===== config.mk =====
export PLATFORM = sky130hd
export DESIGN_NAME = lane_pwr_ctrl
export DESIGN_NICKNAME = d
export VERILOG_FILES = /design/src/rtl/lanepg_pkg.sv /design/src/rtl/lane_chan_fsm.sv /design/src/rtl/lane_buf_ctrl.sv /design/src/rtl/lane_pwr_ctrl.sv
export SDC_FILE = /design/constraint.sdc
export NUM_CORES = 1
export LEC_CHECK = 0
export ABC_AREA = 1
export BUFFER_PORTS_ARGS = -buffer_cell sky130_fd_sc_hd__buf_2
export CORE_ASPECT_RATIO = 0.8
export CORE_MARGIN = 10
export CORE_UTILIZATION = 47
export DETAILED_ROUTE_END_ITERATION = 7
export MAX_ROUTING_LAYER = met4
export PLACE_DENSITY = 0.76
export SYNTH_ARGS = -nofsm -noshare
export SYNTH_HDL_FRONTEND = slang
export SYNTH_SLANG_ARGS = --single-unit
export TNS_END_PERCENT = 20

===== constraint.sdc =====
create_clock -name clk -period 1.5 [get_ports clk]
set_clock_uncertainty 0.15 [all_clocks]
set_input_delay 0.225 -clock clk [delete_from_list [all_inputs] [get_ports clk]]
set_output_delay 0.225 -clock clk [all_outputs]
set_load 0.005 [all_outputs]

===== src/rtl/lanepg_pkg.sv =====
package lanepg_pkg;

    typedef enum logic [1:0] {
        LS_OFF   = 2'd0,
        LS_WAKE  = 2'd1,
        LS_ON    = 2'd2,
        LS_DRAIN = 2'd3
    } lane_st_e;

    typedef struct packed {
        logic req;   // allocation win for this lane
        logic busy;  // flit on the lane this cycle
    } lane_evt_t;

    // counter width able to hold 0..n
    function automatic int cw(int n);
        return (n < 1) ? 1 : $clog2(n + 1);
    endfunction

    function automatic logic lane_quiet(lane_evt_t e);
        return !e.req && !e.busy;
    endfunction

endpackage


===== src/rtl/lane_chan_fsm.sv =====
module lane_chan_fsm
    import lanepg_pkg::*;
#(
    parameter int WAKE_CYC = 3,
    parameter int MIN_ON   = 15,
    parameter int IDLE_OFF = 6
) (
    input  logic      clk,
    input  logic      rst,
    input  lane_evt_t evt,
    output logic      lane_en,
    output logic      lane_ready
);
    localparam int WW = cw(WAKE_CYC);
    localparam int AW = cw(MIN_ON);
    localparam int IW = cw(IDLE_OFF);
    localparam logic [WW-1:0] W_LOAD   = WW'(WAKE_CYC - 1);
    localparam logic [AW-1:0] AGE_SAT  = AW'(MIN_ON);
    localparam logic [IW-1:0] IDLE_SAT = IW'(IDLE_OFF);

    lane_st_e        st_q, st_d;
    logic [WW-1:0]   w_q, w_d;
    logic [AW-1:0]   age_q, age_d, age_inc;
    logic [IW-1:0]   idle_q, idle_d, idle_inc;
    logic            quiet;
    logic            min_done;

    always_comb begin
        quiet    = lane_quiet(evt);
        age_inc  = (age_q == AGE_SAT) ? age_q : age_q + 1'b1;
        idle_inc = !quiet ? '0 : ((idle_q == IDLE_SAT) ? idle_q : idle_q + 1'b1);
        min_done = (age_inc == AGE_SAT);
        st_d     = st_q;
        w_d      = w_q;
        age_d    = age_q;
        idle_d   = idle_q;
        unique case (st_q)
            LS_OFF: begin
                if (evt.req) begin
                    st_d = LS_WAKE;
                    w_d  = W_LOAD;
                end
            end
            LS_WAKE: begin
                // requests here are absorbed; the wake runs to completion
                if (w_q == '0) begin
                    st_d   = LS_ON;
                    age_d  = '0;
                    idle_d = '0;
                end else begin
                    w_d = w_q - 1'b1;
                end
            end
            LS_ON, LS_DRAIN: begin
                age_d  = age_inc;
                idle_d = idle_inc;
                if (min_done && idle_inc == IDLE_SAT) begin
                    st_d   = LS_OFF;
                    age_d  = '0;
                    idle_d = '0;
                end else if (min_done && idle_inc != '0) begin
                    st_d = LS_DRAIN;
                end else begin
                    st_d = LS_ON;
                end
            end
            default: st_d = LS_OFF;
        endcase
    end

    always_ff @(posedge clk) begin
        if (rst) begin
            st_q   <= LS_OFF;
            w_q    <= '0;
            age_q  <= '0;
            idle_q <= '0;
        end else begin
            st_q   <= st_d;
            w_q    <= w_d;
            age_q  <= age_d;
            idle_q <= idle_d;
        end
    end

    assign lane_en    = (st_q != LS_OFF);
    assign lane_ready = (st_q == LS_ON) || (st_q == LS_DRAIN);

endmodule


===== src/rtl/lane_buf_ctrl.sv =====
module lane_buf_ctrl
    import lanepg_pkg::*;
#(
    parameter int BUF_IDLE = 3
) (
    input  logic clk,
    input  logic rst,
    input  logic req,
    input  logic nonempty,
    output logic buf_wake
);
    localparam int BW = cw(BUF_IDLE);
    localparam logic [BW-1:0] B_LIMIT = BW'(BUF_IDLE);

    logic          wake_q, wake_d;
    logic [BW-1:0] cnt_q, cnt_d, cnt_inc;

    always_comb begin
        cnt_inc = cnt_q + 1'b1;
        wake_d  = wake_q;
        cnt_d   = cnt_q;
        if (req) begin
            wake_d = 1'b1;
            cnt_d  = '0;
        end else if (nonempty) begin
            // occupied buffer: hold the timer, never doze
            cnt_d = '0;
        end else if (wake_q) begin
            if (cnt_inc >= B_LIMIT) begin
                wake_d = 1'b0;
                cnt_d  = '0;
            end else begin
                cnt_d = cnt_inc;
            end
        end
    end

    always_ff @(posedge clk) begin
        if (rst) begin
            wake_q <= 1'b0;
            cnt_q  <= '0;
        end else begin
            wake_q <= wake_d;
            cnt_q  <= cnt_d;
        end
    end

    assign buf_wake = wake_q;

endmodule


===== src/rtl/lane_pwr_ctrl.sv =====
module lane_pwr_ctrl
    import lanepg_pkg::*;
#(
    parameter int WAKE_CYC = 3,
    parameter int MIN_ON   = 15,
    parameter int IDLE_OFF = 6,
    parameter int BUF_IDLE = 3
) (
    input  logic clk,
    input  logic rst,
    input  logic sa_win_i,
    input  logic lane_flit_i,
    input  logic buf_nonempty_i,
    output logic lane_en_o,
    output logic lane_ready_o,
    output logic buf_wake_o
);
    lane_evt_t evt;

    always_comb begin
        evt.req  = sa_win_i;
        evt.busy = lane_flit_i;
    end

    lane_chan_fsm #(
        .WAKE_CYC(WAKE_CYC),
        .MIN_ON  (MIN_ON),
        .IDLE_OFF(IDLE_OFF)
    ) u_chan (
        .clk       (clk),
        .rst       (rst),
        .evt       (evt),
        .lane_en   (lane_en_o),
        .lane_ready(lane_ready_o)
    );

    lane_buf_ctrl #(
        .BUF_IDLE(BUF_IDLE)
    ) u_buf (
        .clk     (clk),
        .rst     (rst),
        .req     (sa_win_i),
        .nonempty(buf_nonempty_i),
        .buf_wake(buf_wake_o)
    );

endmodule


==> impl_metrics.prom <==
# TYPE chip_impl_metric gauge
chip_impl_metric{name="pwr-share-clk",unit="%"} 21.4
chip_impl_info{name="ctsRootBufferMaster",value="clkbuf_4"} 1
chip_impl_metric{name="route.layer.met1.wl",unit="µm"} 957
chip_impl_metric{name="worst_slew_pin_slew",unit="ns"} 0.297
chip_impl_metric{name="timing.critical_path.arrival",unit="ns"} 1.58
chip_impl_metric{name="maxSlewViolCount",unit=""} 0
chip_impl_metric{name="comb_power_share",unit="%"} 42.7
chip_impl_metric{name="clk_pin_slew_worst_paths",unit="ns"} 0.09
chip_impl_metric{name="dp.final_hpwl",unit="µm"} 1550
chip_impl_metric{name="grt_pass1_wl",unit="µm"} 3510
chip_impl_metric{name="die_width",unit="µm"} 66.6
chip_impl_metric{name="time_the_worst_path_needs_with_i_o_delays_and_setup",unit="ns"} 1.56
chip_impl_info{name="status",value="complete, but fails checks"} 1
chip_impl_metric{name="sw_frac_of_total",unit="%"} 37.3
chip_impl_metric{name="hold-worst-slack",unit="ns"} 0.0686
chip_impl_metric{name="cts-buffers-inserted",unit=""} 3
chip_impl_metric{name="yosys_register_bits",unit=""} 14
chip_impl_metric{name="clockBufferDepth",unit=""} 2
chip_impl_metric{name="hold_viol_final",unit=""} 0
chip_impl_metric{name="cts_htree_levels",unit=""} 1
chip_impl_metric{name="yosysUniqueCellTypes",unit=""} 18
chip_impl_metric{name="clock.fmax",unit="MHz"} 641
chip_impl_metric{name="num_io_pins",unit=""} 8
chip_impl_metric{name="num-fill-cells",unit=""} 136
chip_impl_metric{name="synthesis.area_per_instance",unit="µm²"} 6.37
chip_impl_info{name="worstSetupEndpointType",value="register"} 1
chip_impl_metric{name="placementRows",unit=""} 13
chip_impl_metric{name="floorplan.die_area",unit="µm²"} 3810
chip_impl_metric{name="internal-power",unit="W"} 0.000806
chip_impl_metric{name="fin_total_pwr",unit="W"} 0.00129
chip_impl_info{name="failed_checks",value="setup timing"} 1
chip_impl_metric{name="worst_slew_margin_rel",unit="%"} 80.1
chip_impl_metric{name="avgViaCountPerCell",unit=""} 5.25
chip_impl_info{name="topRoutingLayerUsed",value="met4"} 1
chip_impl_metric{name="totalWireLength",unit="µm"} 2190
chip_impl_metric{name="timing.hold.worst_path_depth",unit=""} 4
chip_impl_metric{name="peakVddDrop",unit="mV"} 0.907
chip_impl_metric{name="route.met2.wl",unit="µm"} 1060
chip_impl_metric{name="worstSkewPairLatency",unit="ns"} 0.28
chip_impl_info{name="setup_repair_after_global_routing_missed_its_margin",value="true"} 1
chip_impl_metric{name="layout-drive-gt1-share",unit="%"} 35.5
chip_impl_metric{name="reg2regPathDepth",unit=""} 10
chip_impl_metric{name="power_switching",unit="W"} 0.000480
chip_impl_metric{name="cellLeakagePower",unit="nW"} 0.499
chip_impl_metric{name="synthesis.nets",unit=""} 137
chip_impl_metric{name="drt_pre_antenna_iters",unit=""} 4
chip_impl_metric{name="dr_total_vias",unit=""} 914
chip_impl_metric{name="syn_area",unit="µm²"} 816
chip_impl_metric{name="cts.sinks",unit=""} 14
chip_impl_metric{name="timing.critical_path.required",unit="ns"} 1.52
chip_impl_info{name="tritoncts_clock_tree",value="built"} 1
chip_impl_metric{name="final_net_count",unit=""} 162
chip_impl_metric{name="first_iter_violations",unit=""} 37
chip_impl_metric{name="setup_viol_count_final",unit=""} 8
chip_impl_metric{name="postSynthCellCount",unit=""} 128
chip_impl_metric{name="setup_ws",unit="ns"} -0.0606
chip_impl_metric{name="sequential_share_of_power",unit="%"} 35.9
chip_impl_metric{name="drt.antenna.violating_nets",unit=""} 0
chip_impl_metric{name="number_of_global_route_vias_before_repair",unit=""} 855
chip_impl_metric{name="grt-ovfl-total",unit=""} 0
chip_impl_info{name="min_path_type",value="in2reg"} 1
chip_impl_metric{name="power_per_cell_area",unit="nW/µm²"} 1130
chip_impl_info{name="critPathKind",value="reg2reg"} 1
chip_impl_metric{name="met3WireLength",unit="µm"} 126
chip_impl_info{name="setup.worst_path.start_class",value="register"} 1
chip_impl_metric{name="die-height",unit="µm"} 57.3
chip_impl_metric{name="port-buffer-count",unit=""} 7
chip_impl_metric{name="grt_start_max_net_pins",unit=""} 12
chip_impl_metric{name="flow.area_growth_from_synthesis",unit="%"} 40.0
chip_impl_metric{name="floorplan.initialDensity",unit="%"} 49.7
chip_impl_metric{name="timing.critical_path.fanout_max",unit=""} 7
chip_impl_metric{name="post-route-period-util",unit="%"} 104
chip_impl_metric{name="overall_track_demand_over_capacity_in_global_routing",unit="%"} 11.7
chip_impl_metric{name="yosys_warnings",unit=""} 0
chip_impl_metric{name="drt_drc_violations_left",unit=""} 0
chip_impl_metric{name="cap_violations",unit=""} 0
chip_impl_metric{name="design.core.area",unit="µm²"} 1640
chip_impl_metric{name="antenna_cells_inserted",unit=""} 0
chip_impl_metric{name="detail_route.wl_per_cell",unit="µm"} 12.6
chip_impl_metric{name="seq_area_frac_synth",unit="%"} 34.4
chip_impl_metric{name="antenna_violations_before_repair",unit=""} 0
chip_impl_metric{name="place.gp.congestion",unit=""} 0.883
power groups by stage:
stage / combinational [W] / sequential [W] / clock, W
after floorplan: 0.000297 / 0.000460 / 0
after global placement: 0.000477 / 0.000463 / 0
after detailed placement: 0.000499 / 0.000465 / 0
after CTS: 0.000517 / 0.000462 / 0.000285
after global routing: 0.000629 / 0.000470 / 0.000304
final: 0.000549 / 0.000462 / 0.000275
cells in the final DEF, fill, tap and decap left out, types with 2 or more instances in the layout:
cell,n
ha_4,3
clkbuf_4,3
nand2_1,27
buf_4,16
buf_2,7
nand4_1,3
o21ai_0,2
inv_1,18
dfxtp_1,9
nand3_1,9
nand3b_1,2
dfxtp_4,2
a211oi_1,2
dfxtp_2,3
nor2_4,2
nand2_2,4
inv_2,3
nor2_1,11
a21oi_1,11
nand3_2,4
metal layers:
| metal | up-vias | track usage (%) |
|---|---|---|
| li1 | 457 | - |
| met3 | 6 | 4.09 |
| met4 | 0 | 5.67 |
| met2 | 26 | 19.1 |
| met1 | 425 | 12.3 |
| met5 | - | - |
through the flow:
step                instances  TNS, ns  instance area [µm²]  setup WS [ns]  util, %
global route              174   -0.879                 1140         -0.132     69.5
global placement          167   -0.323                  968        -0.0640     58.9
CTS                       172   -0.274                 1080        -0.0577     65.7
finish                    174   -0.294                 1140        -0.0606     69.5
floorplan                 128        0                  821        0.00114        -
detailed placement        167   -0.896                  968         -0.146     58.9
cell type report:
| type | instances | area (µm²) | area share, % |
|---|---|---|---|
| multi-input combinational | 89 | 547 | 47.9 |
| timing repair buffer | 23 | 155 | 13.6 |
| sequential | 14 | 292 | 25.5 |
| tap | 22 | 27.5 | 2.41 |
| clock buffer | 4 | 36.3 | 3.18 |
| inverter | 22 | 85.1 | 7.45 |
cell usage after synthesis:
master / number / area (µm²)
nor2_2: 1 / 6.26
ha_1: 4 / 50.1
clkbuf_1: 2 / 7.51
nand4_1: 3 / 18.8
o22ai_1: 1 / 6.26
nand2_2: 1 / 6.26
dfxtp_1: 14 / 280
nor2_1: 13 / 48.8
a211oi_1: 2 / 15.0
nand3b_1: 2 / 15.0
o21bai_1: 1 / 7.51
nor3_1: 2 / 10.0
nand3_1: 13 / 65.1
buf_2: 1 / 5.00
a21oi_1: 11 / 55.1
inv_1: 22 / 82.6
nand2_1: 31 / 116
o21ai_0: 4 / 20.0
worst paths after layout:
kind                            slack [ns]             from              end
worst max-delay path                 -0.06  u_chan.age_q[1]  u_chan.age_q[3]
worst min-delay path                  0.07   buf_nonempty_i   u_buf.cnt_q[0]
worst max register to register       -0.06  u_chan.age_q[1]  u_chan.age_q[3]
worst min register to register        0.33    u_chan.w_q[1]    u_chan.w_q[1]
cell families (layout without fill, tap and decap cells):
group                    after synthesis  in the layout  share of synthesized area (%)
AO/OA/AOI/OAI                         19             19                           12.7
adder cells (fa/ha/maj)                4              4                           6.14
buffers and inverters                 25             49                           11.7
flip-flops                            14             14                           34.4
AND/OR/NAND/NOR                       66             66                           35.1
flip-flops by register name (all words and copies together), names as in the netlist:
register,flops
u_buf.buf_wake,1
u_buf.cnt_q,2
u_chan.age_q,4
u_chan.idle_q,3
u_chan.st_q,2
u_chan.w_q,2
critical path: stages (launching register included):
cell,delay (ns)
dfxtp_2,0.36
ha_4,0.18
inv_2,0.03
nand2_1,0.05
nand2_1,0.07
nand2_2,0.09
nand3_2,0.10
nor2_4,0.16
nand2_4,0.09
nand3b_1,0.10
a21oi_1,0.07
what timing repair did:
action / in CTS / in global routing
setup buffers: 1 / 2
resized for setup: 18 / 17
endpoints found under the setup margin: 10 / 10
hold endpoints to repair: 0 / 0
pin swaps: 8 / 17
hold buffers: 0 / 0
Note: power is estimated with default switching activity, not from simulation.
